<file path="src/rtl/onoff_pkg.sv">
package onoff_pkg;
   // Smallest low threshold that absorbs every flit in flight after "off" is decided
   function automatic int min_low_thr(input int fwd_dly, input int ret_dly);
      return fwd_dly + ret_dly + 2;
   endfunction
endpackage

</file>
<file path="src/rtl/onoff_delay.sv">
module onoff_delay #(
   parameter int          W      = 1,
   parameter int          STAGES = 1,
   parameter logic [W-1:0] RST   = '0
) (
   input  logic         clk,
   input  logic         rst_n,
   input  logic [W-1:0] d_in,
   output logic [W-1:0] d_out
);
   generate
      if (STAGES == 0) begin : g_wire
         assign d_out = d_in;
      end else begin : g_regs
         logic [W-1:0] stg [STAGES];
         always_ff @(posedge clk) begin
            if (!rst_n) begin
               for (int i = 0; i < STAGES; i++) stg[i] <= RST;
            end else begin
               stg[0] <= d_in;
               for (int i = 1; i < STAGES; i++) stg[i] <= stg[i-1];
            end
         end
         assign d_out = stg[STAGES-1];
      end
   endgenerate
endmodule

</file>
<file path="src/rtl/onoff_fifo.sv">
module onoff_fifo #(
   parameter int W     = 8,
   parameter int DEPTH = 16,
   localparam int AW   = (DEPTH > 1) ? $clog2(DEPTH) : 1,
   localparam int CW   = $clog2(DEPTH + 1)
) (
   input  logic          clk,
   input  logic          rst_n,
   input  logic          wr,
   input  logic [W-1:0]  wdata,
   input  logic          rd,
   output logic [W-1:0]  rdata,
   output logic          not_empty,
   output logic          full,
   output logic [CW-1:0] free
);
   localparam logic [AW-1:0] LAST = AW'(DEPTH - 1);
   localparam logic [CW-1:0] CAP  = CW'(DEPTH);

   logic [W-1:0]  mem [DEPTH];
   logic [AW-1:0] wptr, rptr;
   logic [CW-1:0] occ;
   logic          do_wr, do_rd;

   assign full      = (occ == CAP);
   assign not_empty = (occ != '0);
   assign do_wr     = wr && !full;
   assign do_rd     = rd && not_empty;
   assign rdata     = mem[rptr];
   assign free      = CAP - occ;

   always_ff @(posedge clk) begin
      if (do_wr) mem[wptr] <= wdata;
   end

   always_ff @(posedge clk) begin
      if (!rst_n) begin
         wptr <= '0;
         rptr <= '0;
         occ  <= '0;
      end else begin
         if (do_wr) wptr <= (wptr == LAST) ? '0 : wptr + 1'b1;
         if (do_rd) rptr <= (rptr == LAST) ? '0 : rptr + 1'b1;
         case ({do_wr, do_rd})
            2'b10:   occ <= occ + 1'b1;
            2'b01:   occ <= occ - 1'b1;
            default: occ <= occ;
         endcase
      end
   end
endmodule

</file>
<file path="src/rtl/onoff_rx_ctl.sv">
module onoff_rx_ctl #(
   parameter int CW      = 5,
   parameter int LOW_THR = 6,
   parameter int HIGH_THR = 10
) (
   input  logic          clk,
   input  logic          rst_n,
   input  logic [CW-1:0] free,
   output logic          off_q
);
   localparam logic [CW-1:0] LO = CW'(LOW_THR);
   localparam logic [CW-1:0] HI = CW'(HIGH_THR);

   always_ff @(posedge clk) begin
      if (!rst_n)          off_q <= 1'b0;
      else if (free < LO)  off_q <= 1'b1;
      else if (free > HI)  off_q <= 1'b0;
   end
endmodule

</file>
<file path="src/rtl/onoff_tx_gate.sv">
module onoff_tx_gate #(
   parameter int W = 8
) (
   input  logic         go,
   input  logic         src_valid,
   input  logic [W-1:0] src_data,
   output logic         src_ready,
   output logic [W:0]   launch
);
   assign src_ready = go;
   assign launch    = {src_valid && go, src_data};
endmodule

</file>
<file path="src/rtl/onoff_link.sv">
module onoff_link #(
   parameter int FLIT_W  = 8,
   parameter int DEPTH   = 16,
   parameter int FOFF    = 6,
   parameter int FON     = 10,
   parameter int FWD_DLY = 2,
   parameter int RET_DLY = 2
) (
   input  logic              clk,
   input  logic              rst_n,
   input  logic              src_valid,
   input  logic [FLIT_W-1:0] src_data,
   output logic              src_ready,
   output logic              sink_valid,
   output logic [FLIT_W-1:0] sink_data,
   input  logic              sink_pop,
   output logic              rx_off
);
   import onoff_pkg::*;
   localparam int CW = $clog2(DEPTH + 1);

   if (DEPTH < 2) begin : g_bad_depth
      $error("onoff_link: DEPTH must be at least 2");
   end
   if (FOFF < min_low_thr(FWD_DLY, RET_DLY)) begin : g_bad_low
      $error("onoff_link: FOFF too small for the link round trip");
   end
   if (FON <= FOFF) begin : g_bad_band
      $error("onoff_link: FON must exceed FOFF");
   end
   if (FON >= DEPTH) begin : g_bad_high
      $error("onoff_link: FON must be below DEPTH");
   end

   logic [FLIT_W:0]   launch, arrive;
   logic              fifo_wr, fifo_full, tx_go;
   logic [CW-1:0]     free_cnt;

   onoff_tx_gate #(.W(FLIT_W)) u_tx (
      .go(tx_go), .src_valid(src_valid), .src_data(src_data),
      .src_ready(src_ready), .launch(launch)
   );

   onoff_delay #(.W(FLIT_W + 1), .STAGES(FWD_DLY), .RST('0)) u_fwd (
      .clk(clk), .rst_n(rst_n), .d_in(launch), .d_out(arrive)
   );

   assign fifo_wr = arrive[FLIT_W];

   onoff_fifo #(.W(FLIT_W), .DEPTH(DEPTH)) u_fifo (
      .clk(clk), .rst_n(rst_n),
      .wr(fifo_wr), .wdata(arrive[FLIT_W-1:0]),
      .rd(sink_pop), .rdata(sink_data),
      .not_empty(sink_valid), .full(fifo_full), .free(free_cnt)
   );

   onoff_rx_ctl #(.CW(CW), .LOW_THR(FOFF), .HIGH_THR(FON)) u_rx (
      .clk(clk), .rst_n(rst_n), .free(free_cnt), .off_q(rx_off)
   );

   onoff_delay #(.W(1), .STAGES(RET_DLY), .RST(1'b1)) u_ret (
      .clk(clk), .rst_n(rst_n), .d_in(~rx_off), .d_out(tx_go)
   );
endmodule

</file>
<file path="config.mk">
export PLATFORM = sky130hd
export DESIGN_NAME = onoff_link
export DESIGN_NICKNAME = d
export VERILOG_FILES = /design/src/rtl/onoff_pkg.sv /design/src/rtl/onoff_delay.sv /design/src/rtl/onoff_fifo.sv /design/src/rtl/onoff_rx_ctl.sv /design/src/rtl/onoff_tx_gate.sv /design/src/rtl/onoff_link.sv
export SDC_FILE = /design/constraint.sdc
export NUM_CORES = 1
export LEC_CHECK = 0
export BUFFER_PORTS_ARGS = -buffer_cell sky130_fd_sc_hd__buf_4
export CAP_MARGIN = 20
export CORE_ASPECT_RATIO = 1.2
export CORE_MARGIN = 3
export CORE_UTILIZATION = 61
export DETAILED_ROUTE_END_ITERATION = 10
export GPL_TIMING_DRIVEN = 0
export PLACE_DENSITY_LB_ADDON = 0.05
export SLEW_MARGIN = 20
export SYNTH_ARGS = -nofsm -noshare
export SYNTH_HDL_FRONTEND = slang
export SYNTH_SLANG_ARGS = --single-unit
</file>
<file path="constraint.sdc">
create_clock -name clk -period 3.7 [get_ports clk]
set_clock_uncertainty 0.1 [all_clocks]
set_input_delay 0.185 -clock clk [delete_from_list [all_inputs] [get_ports clk]]
set_output_delay 0.185 -clock clk [all_outputs]
set_load 0.005 [all_outputs]
</file>
# Word-level counts from Yosys, hierarchy flattened
# Memories as Yosys holds them, arrays and structs flattened. A register that Yosys moved wholly into a read port is not among the register bits.
# Index checks and enable logic that the tools add are counted.
op_classes:
  addsub: 5
  mul: 0
  div: 0
  n_lt_le_gt_ge: 2
  n_eq_ne: 5
  shift: 0
  mux: 15
  bitwise_logic: 5
  reduce_logical: 7
ops:
  columns: ["cell", "n"]
  rows:
  - ["2-to-1 mux 9 bit", 2]
  - ["2-to-1 mux 4 bit", 4]
  - ["one-hot mux 5 bit (2 select lines)", 1]
  - ["adder 4 x 1 -> 4 bit (second input constant)", 2]
  - ["equality test 4 bit (second input constant)", 2]
  - ["2-to-1 mux 1 bit", 8]
  - ["adder 5 x 1 -> 5 bit (second input constant)", 1]
  - ["equality test 5 bit (second input constant)", 1]
  - ["greater-than comparator 5 x 4 -> 1 bit (second input constant)", 1]
  - ["< comparator 5 x 3 -> 1 bit (second input constant)", 1]
  - ["nonzero test 5 bit", 1]
  - ["subtractor 5 x 1 -> 5 bit (second input constant)", 1]
  - ["subtractor 5 bit (first input constant)", 1]
  - ["OR 1 bit", 4]
  - ["nonzero test 2 bit", 2]
  - ["logical AND 1 bit", 3]
  - ["equality test 2 x 1 -> 1 bit (second input constant)", 1]
  - ["equality test 2 bit (second input constant)", 1]
  - ["logical NOT 1 bit", 1]
  - ["NOT 1 bit", 1]
totals:
  ff_bits: 14
  latch_bits: 0
  ramBits: 148
  mem_bits_ro: 0
  inputBits: 12
  output_inout_bits: 11
  mem_count: 3
memory_table:
  columns: ["name", "depth", "word_bits", "rd", "rd_clocked_by_memory_dff", "wr", "line_no", "source"]
  rows:
  - ["u_fifo.mem", 16, 8, 1, 1, 1, "onoff_fifo.sv:20", "logic [W-1:0] mem [DEPTH];"]
  - ["u_fwd.g_regs.stg", 2, 9, 2, 0, 2, "onoff_delay.sv:15", "logic [W-1:0] stg [STAGES];"]
  - ["u_ret.g_regs.stg", 2, 1, 2, 0, 2, "onoff_delay.sv:15", null]

# Depth between registers and ports, before layout
logic_depth:
  ltp_word: 5
  ltp_mapped: 16
  ltp_nobuf: 13

# Cells and area by module
# Synthesis repeated with hierarchy kept, for this count alone.
hier_totals:
  cells_unflattened: 376
  hier_area_um2: 6744.0
by_module_without_submodules:
  columns: ["module", "instances", "cells_per_inst", "area_per_inst_um2", "seq_area_each_um2"]
  rows:
  - ["onoff_fifo", 1, 309, 5989.5, 4184.0]
  - ["onoff_delay at u_fwd", 1, 46, 569.3, 360.3]
  - ["onoff_tx_gate", 1, 10, 73.8, 0.0]
  - ["onoff_rx_ctl", 1, 6, 55.1, 20.0]
  - ["onoff_delay at u_ret", 1, 4, 52.6, 40.0]
  - ["onoff_link", 1, 1, 3.8, 0.0]

# Worst setup path before layout
# No wires, ideal clock.
synth_path:
  kind: "reg2reg"
  startpoint: "register u_fifo.occ[1]"
  endpoint: "register u_fifo.occ[2]"
  setup_time_ns: 0.124
  t_arrival_ns: 2.956
  required_ns: 3.476
  path_slack_ns: 0.519
  path_stages_with_launch: 16
  period_less_slack_ns: 3.181
  path_cell_list: "dfxtp_1 > clkbuf_1 > inv_1 > ha_1 > nor3b_1 > ha_1 > nand2b_1 > inv_2 > ha_1 > clkbuf_1 > xor2_1 > ha_1 > or3b_1 > a21oi_1 > o31ai_1 > nor3b_1"
synth_via:
  elab_cells_between_ends: 11
  cone_classes: "add/sub: 2; eq/ne: 3; mux: 1; reduce/logical: 5"
synth_rtl:
  columns: ["item", "line_no", "source"]
  rows:
  - ["start: declaration", "onoff_fifo.sv:22", "logic [CW-1:0] occ;"]
  - ["start signal: assignment", "onoff_fifo.sv:45", "2'b10: occ <= occ + 1'b1;"]
  - ["start signal: assignment", "onoff_fifo.sv:46", "2'b01: occ <= occ - 1'b1;"]
  - ["nonzero test 5 bit (*)", "onoff_fifo.sv:26", "assign not_empty = (occ != '0);"]
  - ["logical AND 1 bit (*)", "onoff_fifo.sv:28", "assign do_rd = rd && not_empty;"]
  - ["net u_fifo.do_rd", "onoff_fifo.sv:23", "logic do_wr, do_rd;"]
  - ["equality test 2 x 1 -> 1 bit / equality test 2 bit (equally long branches)", "onoff_fifo.sv:44", "case ({do_wr, do_rd})"]
  - ["one-hot mux 5 bit (2 select lines) / nonzero test 2 bit (equally long branches)", null, null]
# The timed path passes the listed nets; every way through them passes the cells marked *.
# A chain may end at the register's enable or synchronous reset.

# Worst setup path in the final report
layout_path:
  startpoint: "register u_fifo.occ[1]"
  endpoint: "register u_fifo.occ[4]"
# Same word-level chain as after synthesis.

==> impl_metrics.tcl <==
set metrics [dict create \
    result_of_the_run "complete, no violations" \
    reg2regPathDepth 13 \
    placement.io_buffers 22 \
    critPathCaptureType "flip-flop" \
    layout-drive-gt1-share_pct 19.4 \
    netSwitchingPower_mw 1.18 \
    placedCellCount 512 \
    highest_count_cells_in_the_layout_ignoring_fill_and_taps "128 x sky130_fd_sc_hd__edfxtp_1, 38 x sky130_fd_sc_hd__dfxtp_1, 25 x sky130_fd_sc_hd__buf_4, 24 x sky130_fd_sc_hd__mux4_1, 20 x sky130_fd_sc_hd__nor2_1" \
    place_congestion 0.752 \
    cts-root-buf "sky130_fd_sc_hd__clkbuf_16" \
    wire_length_of_the_first_global_routing_pass_um 19100 \
    power_density_nw_per_um2 607 \
    cts_tree "yes" \
    antenna_cells_inserted 0 \
    postSynthCellCount 362 \
    setup_viol 0 \
    detail_route.iter0.violations 272 \
    average_cell_area_after_synthesis_um2 18.1 \
    power.share.clock_pct 36.2 \
    cp_data_arrival_time_ns 3.69 \
    commonest_non_fill_non_tap_cell_in_the_layout "sky130_fd_sc_hd__edfxtp_1" \
    yosysSeqAreaShare_pct 70.4 \
    post_layout_nonfiller_instances 553 \
    yosysWarnings 0 \
    final_nets 436 \
    crit_type "flip-flop to flip-flop" \
    num_io_pins 23 \
    syn-num-nets 384 \
    ant_nets 0 \
    timing.critical_path.from_type "flip-flop" \
    report.final.hold_viol_count 0 \
    via_count_of_the_first_global_routing_pass 3387 \
    report.power.total_mw 4.60 \
    grt_use_total_pct 22.1 \
    maximum_number_of_pins_on_one_net_before_global_route_repair 18 \
    htree_depth 4 \
    irDropWorstVdd_uv 379 \
    yosys_register_bits 166 \
    first_pass_iters 5 \
    drc 0 \
    grt_antenna_before_repair 0 \
    wl_per_cell_um 21.6 \
    die_w_um 101 \
    post-dp-hpwl_um 7480 \
    internal_power_mw 3.41 \
    critical_path.max_fanout 10 \
    ys_types 38 \
    final.period_utilization_pct 93.2 \
    die_h_um 119 \
    post-route-min-period_ns 3.45 \
    hold_depth 4 \
    area_growth_syn_to_layout_pct 15.7 \
    power_switching_share_pct 25.8 \
    setup_total_negative_slack_ns 0 \
    residual_overflow_from_global_routing 0 \
    path_clk_slew_ns 0.06 \
    seq_power_share_pct 45.6 \
    synth.cell_area_um2 6540 \
    worstReg2RegEnd "u_fifo.occ[4]$_SDFFE_PN0P_" \
    vias_per_cell 6.06 \
    initial_core_util_pct 63.7 \
    cp.required_ns 3.94 \
    rsz0062_at_grt "no" \
    timing.reg2reg.setup_slack_ns 0.25 \
    final_max_tran_viols 0 \
    timing.rr.start "u_fifo.occ[1]$_SDFFE_PN0P_" \
    clock_latency_ns 0.42 \
    worst_relative_slew_slack_pct 30.7 \
    layout.cell_area.non_filler_um2 7570 \
    numClockSinks 166 \
    worst_hold_startpoint "sink_pop" \
    fmax_mhz 290 \
    hold_path.class "input port to flip-flop" \
    setup_repair_bufs_after_cts 0 \
    dpl_cell_area_um2 6900 \
    drt_wl_total_um 12000 \
    p_leak_nw 2.59 \
    drv.max_cap_violation_count 0 \
    hold_path_end "u_fifo.rptr[1]$_SDFFE_PN0P_" \
    vias 3350 \
    ctsLongestPathBuffers 2 \
    core_area_um2 10300 \
    cts_inserted_buffers 17 \
    std_cell_rows 40 \
    dieArea_um2 12000 \
    share_comb_of_total_power_pct 18.1 \
    tightest_slew_ns 1.04 \
]
## worst max-delay path, cell delays in order (launching register included)
cell	delay [ns]
sky130_fd_sc_hd__dfxtp_1	0.39
sky130_fd_sc_hd__inv_1	0.09
sky130_fd_sc_hd__ha_1	0.16
sky130_fd_sc_hd__nor3b_1	0.30
sky130_fd_sc_hd__ha_1	0.22
sky130_fd_sc_hd__nand2b_1	0.31
sky130_fd_sc_hd__inv_2	0.13
sky130_fd_sc_hd__ha_1	0.33
sky130_fd_sc_hd__xor2_1	0.18
sky130_fd_sc_hd__ha_1	0.27
sky130_fd_sc_hd__nor4_1	0.20
sky130_fd_sc_hd__nor4_1	0.07
sky130_fd_sc_hd__nor4_1	0.40
sky130_fd_sc_hd__mux2i_1	0.23
## stage by stage
stage | hold slack, ns | util (%) | worst slack [ns]
6_report | 0.201 | 73.8 | 0.250
5_1_grt | 0.230 | 73.8 | 0.0181
4_1_cts | 0.174 | 73.8 | 0.0518
3_5_place_dp | 0.296 | 67.2 | 0.0706
3_3_place_gp | 0.292 | 66.9 | 0.136
2_1_floorplan | 0.158 | - | 0.519
## cell type report
cell class / instances / area, um2
Clock inverter: 14 / 126
Tap cell: 126 / 158
Clock buffer: 18 / 439
Buffer: 17 / 114
Inverter: 10 / 37.5
Sequential cell: 166 / 4600
Fill cell: 623 / 2690
Timing Repair Buffer: 35 / 290
Multi-Input combinational cell: 167 / 1800
## metal layers
metal	track usage, %	part of all wire (%)
met5	0	0
met2	35.9	51
met4	5.56	0.97
met3	5.45	5.1
met1	30.4	42
## registers in the layout, indices dropped and copies added, names as in the netlist, named ones only
name / count
u_ret.g_regs.stg: 2
u_fwd.g_regs.stg: 18
u_fifo.rptr: 4
u_fifo.occ: 5
u_fifo.wptr: 4
u_rx.off_q: 1
u_fifo.mem: 128
## worst max-delay path by stage
stage	to	slack (ns)	start
CTS	u_fifo.occ[4]$_SDFFE_PN0P_	0.05	u_fifo.occ[1]$_SDFFE_PN0P_
detailed placement	u_fifo.occ[4]$_SDFFE_PN0P_	0.07	u_fifo.occ[1]$_SDFFE_PN0P_
global placement	u_fifo.occ[4]$_SDFFE_PN0P_	0.14	u_fifo.occ[1]$_SDFFE_PN0P_
global route	u_fifo.occ[4]$_SDFFE_PN0P_	0.02	u_fifo.occ[1]$_SDFFE_PN0P_
floorplan	u_fifo.occ[2]$_SDFFE_PN0P_	0.52	u_fifo.occ[1]$_SDFFE_PN0P_
finish	u_fifo.occ[4]$_SDFFE_PN0P_	0.25	u_fifo.occ[1]$_SDFFE_PN0P_
## cells in the mapped netlist, drive strengths merged
master | instances | share of area [%]
edfxtp | 128 | 59
mux4 | 40 | 15
dfxtp | 38 | 12
nor2 | 20 | 1.1
nand2 | 19 | 1.1
and2 | 17 | 1.6
a21oi | 12 | 0.92
clkbuf | 11 | 0.63
ha | 10 | 1.9
inv | 10 | 0.57
buf | 8 | 1.2
nand2b | 8 | 0.77
nor3 | 6 | 0.46
xor2 | 6 | 0.80
nor4 | 5 | 0.48
mux2i | 3 | 0.46
nor3b | 3 | 0.34
a311oi | 2 | 0.27
nor2b | 2 | 0.19
o21ai | 2 | 0.15
a2111oi | 1 | 0.13
a221oi | 1 | 0.13
a31oi | 1 | 0.096
a32oi | 1 | 0.13
a41oi | 1 | 0.13
and3 | 1 | 0.096
nand3 | 1 | 0.076
o221ai | 1 | 0.13
o31ai | 1 | 0.11
or3 | 1 | 0.096
or3b | 1 | 0.13
or4 | 1 | 0.11
## cell families after synthesis
group           synth area share (%)
compound gates                  2.22
xor+xnor                       0.804
fa+ha+maj                       1.91
buf+inv                         2.43
flops                           70.4
mux                             15.6
simple gates                    6.62
## power groups by stage
stage | logic, mW | registers (mW) | clock network [mW]
floorplan | 0.625 | 2.11 | 0
global placement | 0.826 | 2.12 | 0
detailed placement | 0.839 | 2.13 | 0
CTS | 0.855 | 2.09 | 1.69
global route | 0.909 | 2.10 | 1.78
finish | 0.834 | 2.10 | 1.67
## what timing repair did
item,CTS,global route
gates resized for setup,0,1
hold buffers,11,0
setup endpoints to repair,0,2
endpoints found under the hold margin,13,0
Note: power is estimated with default switching activity, not from simulation.
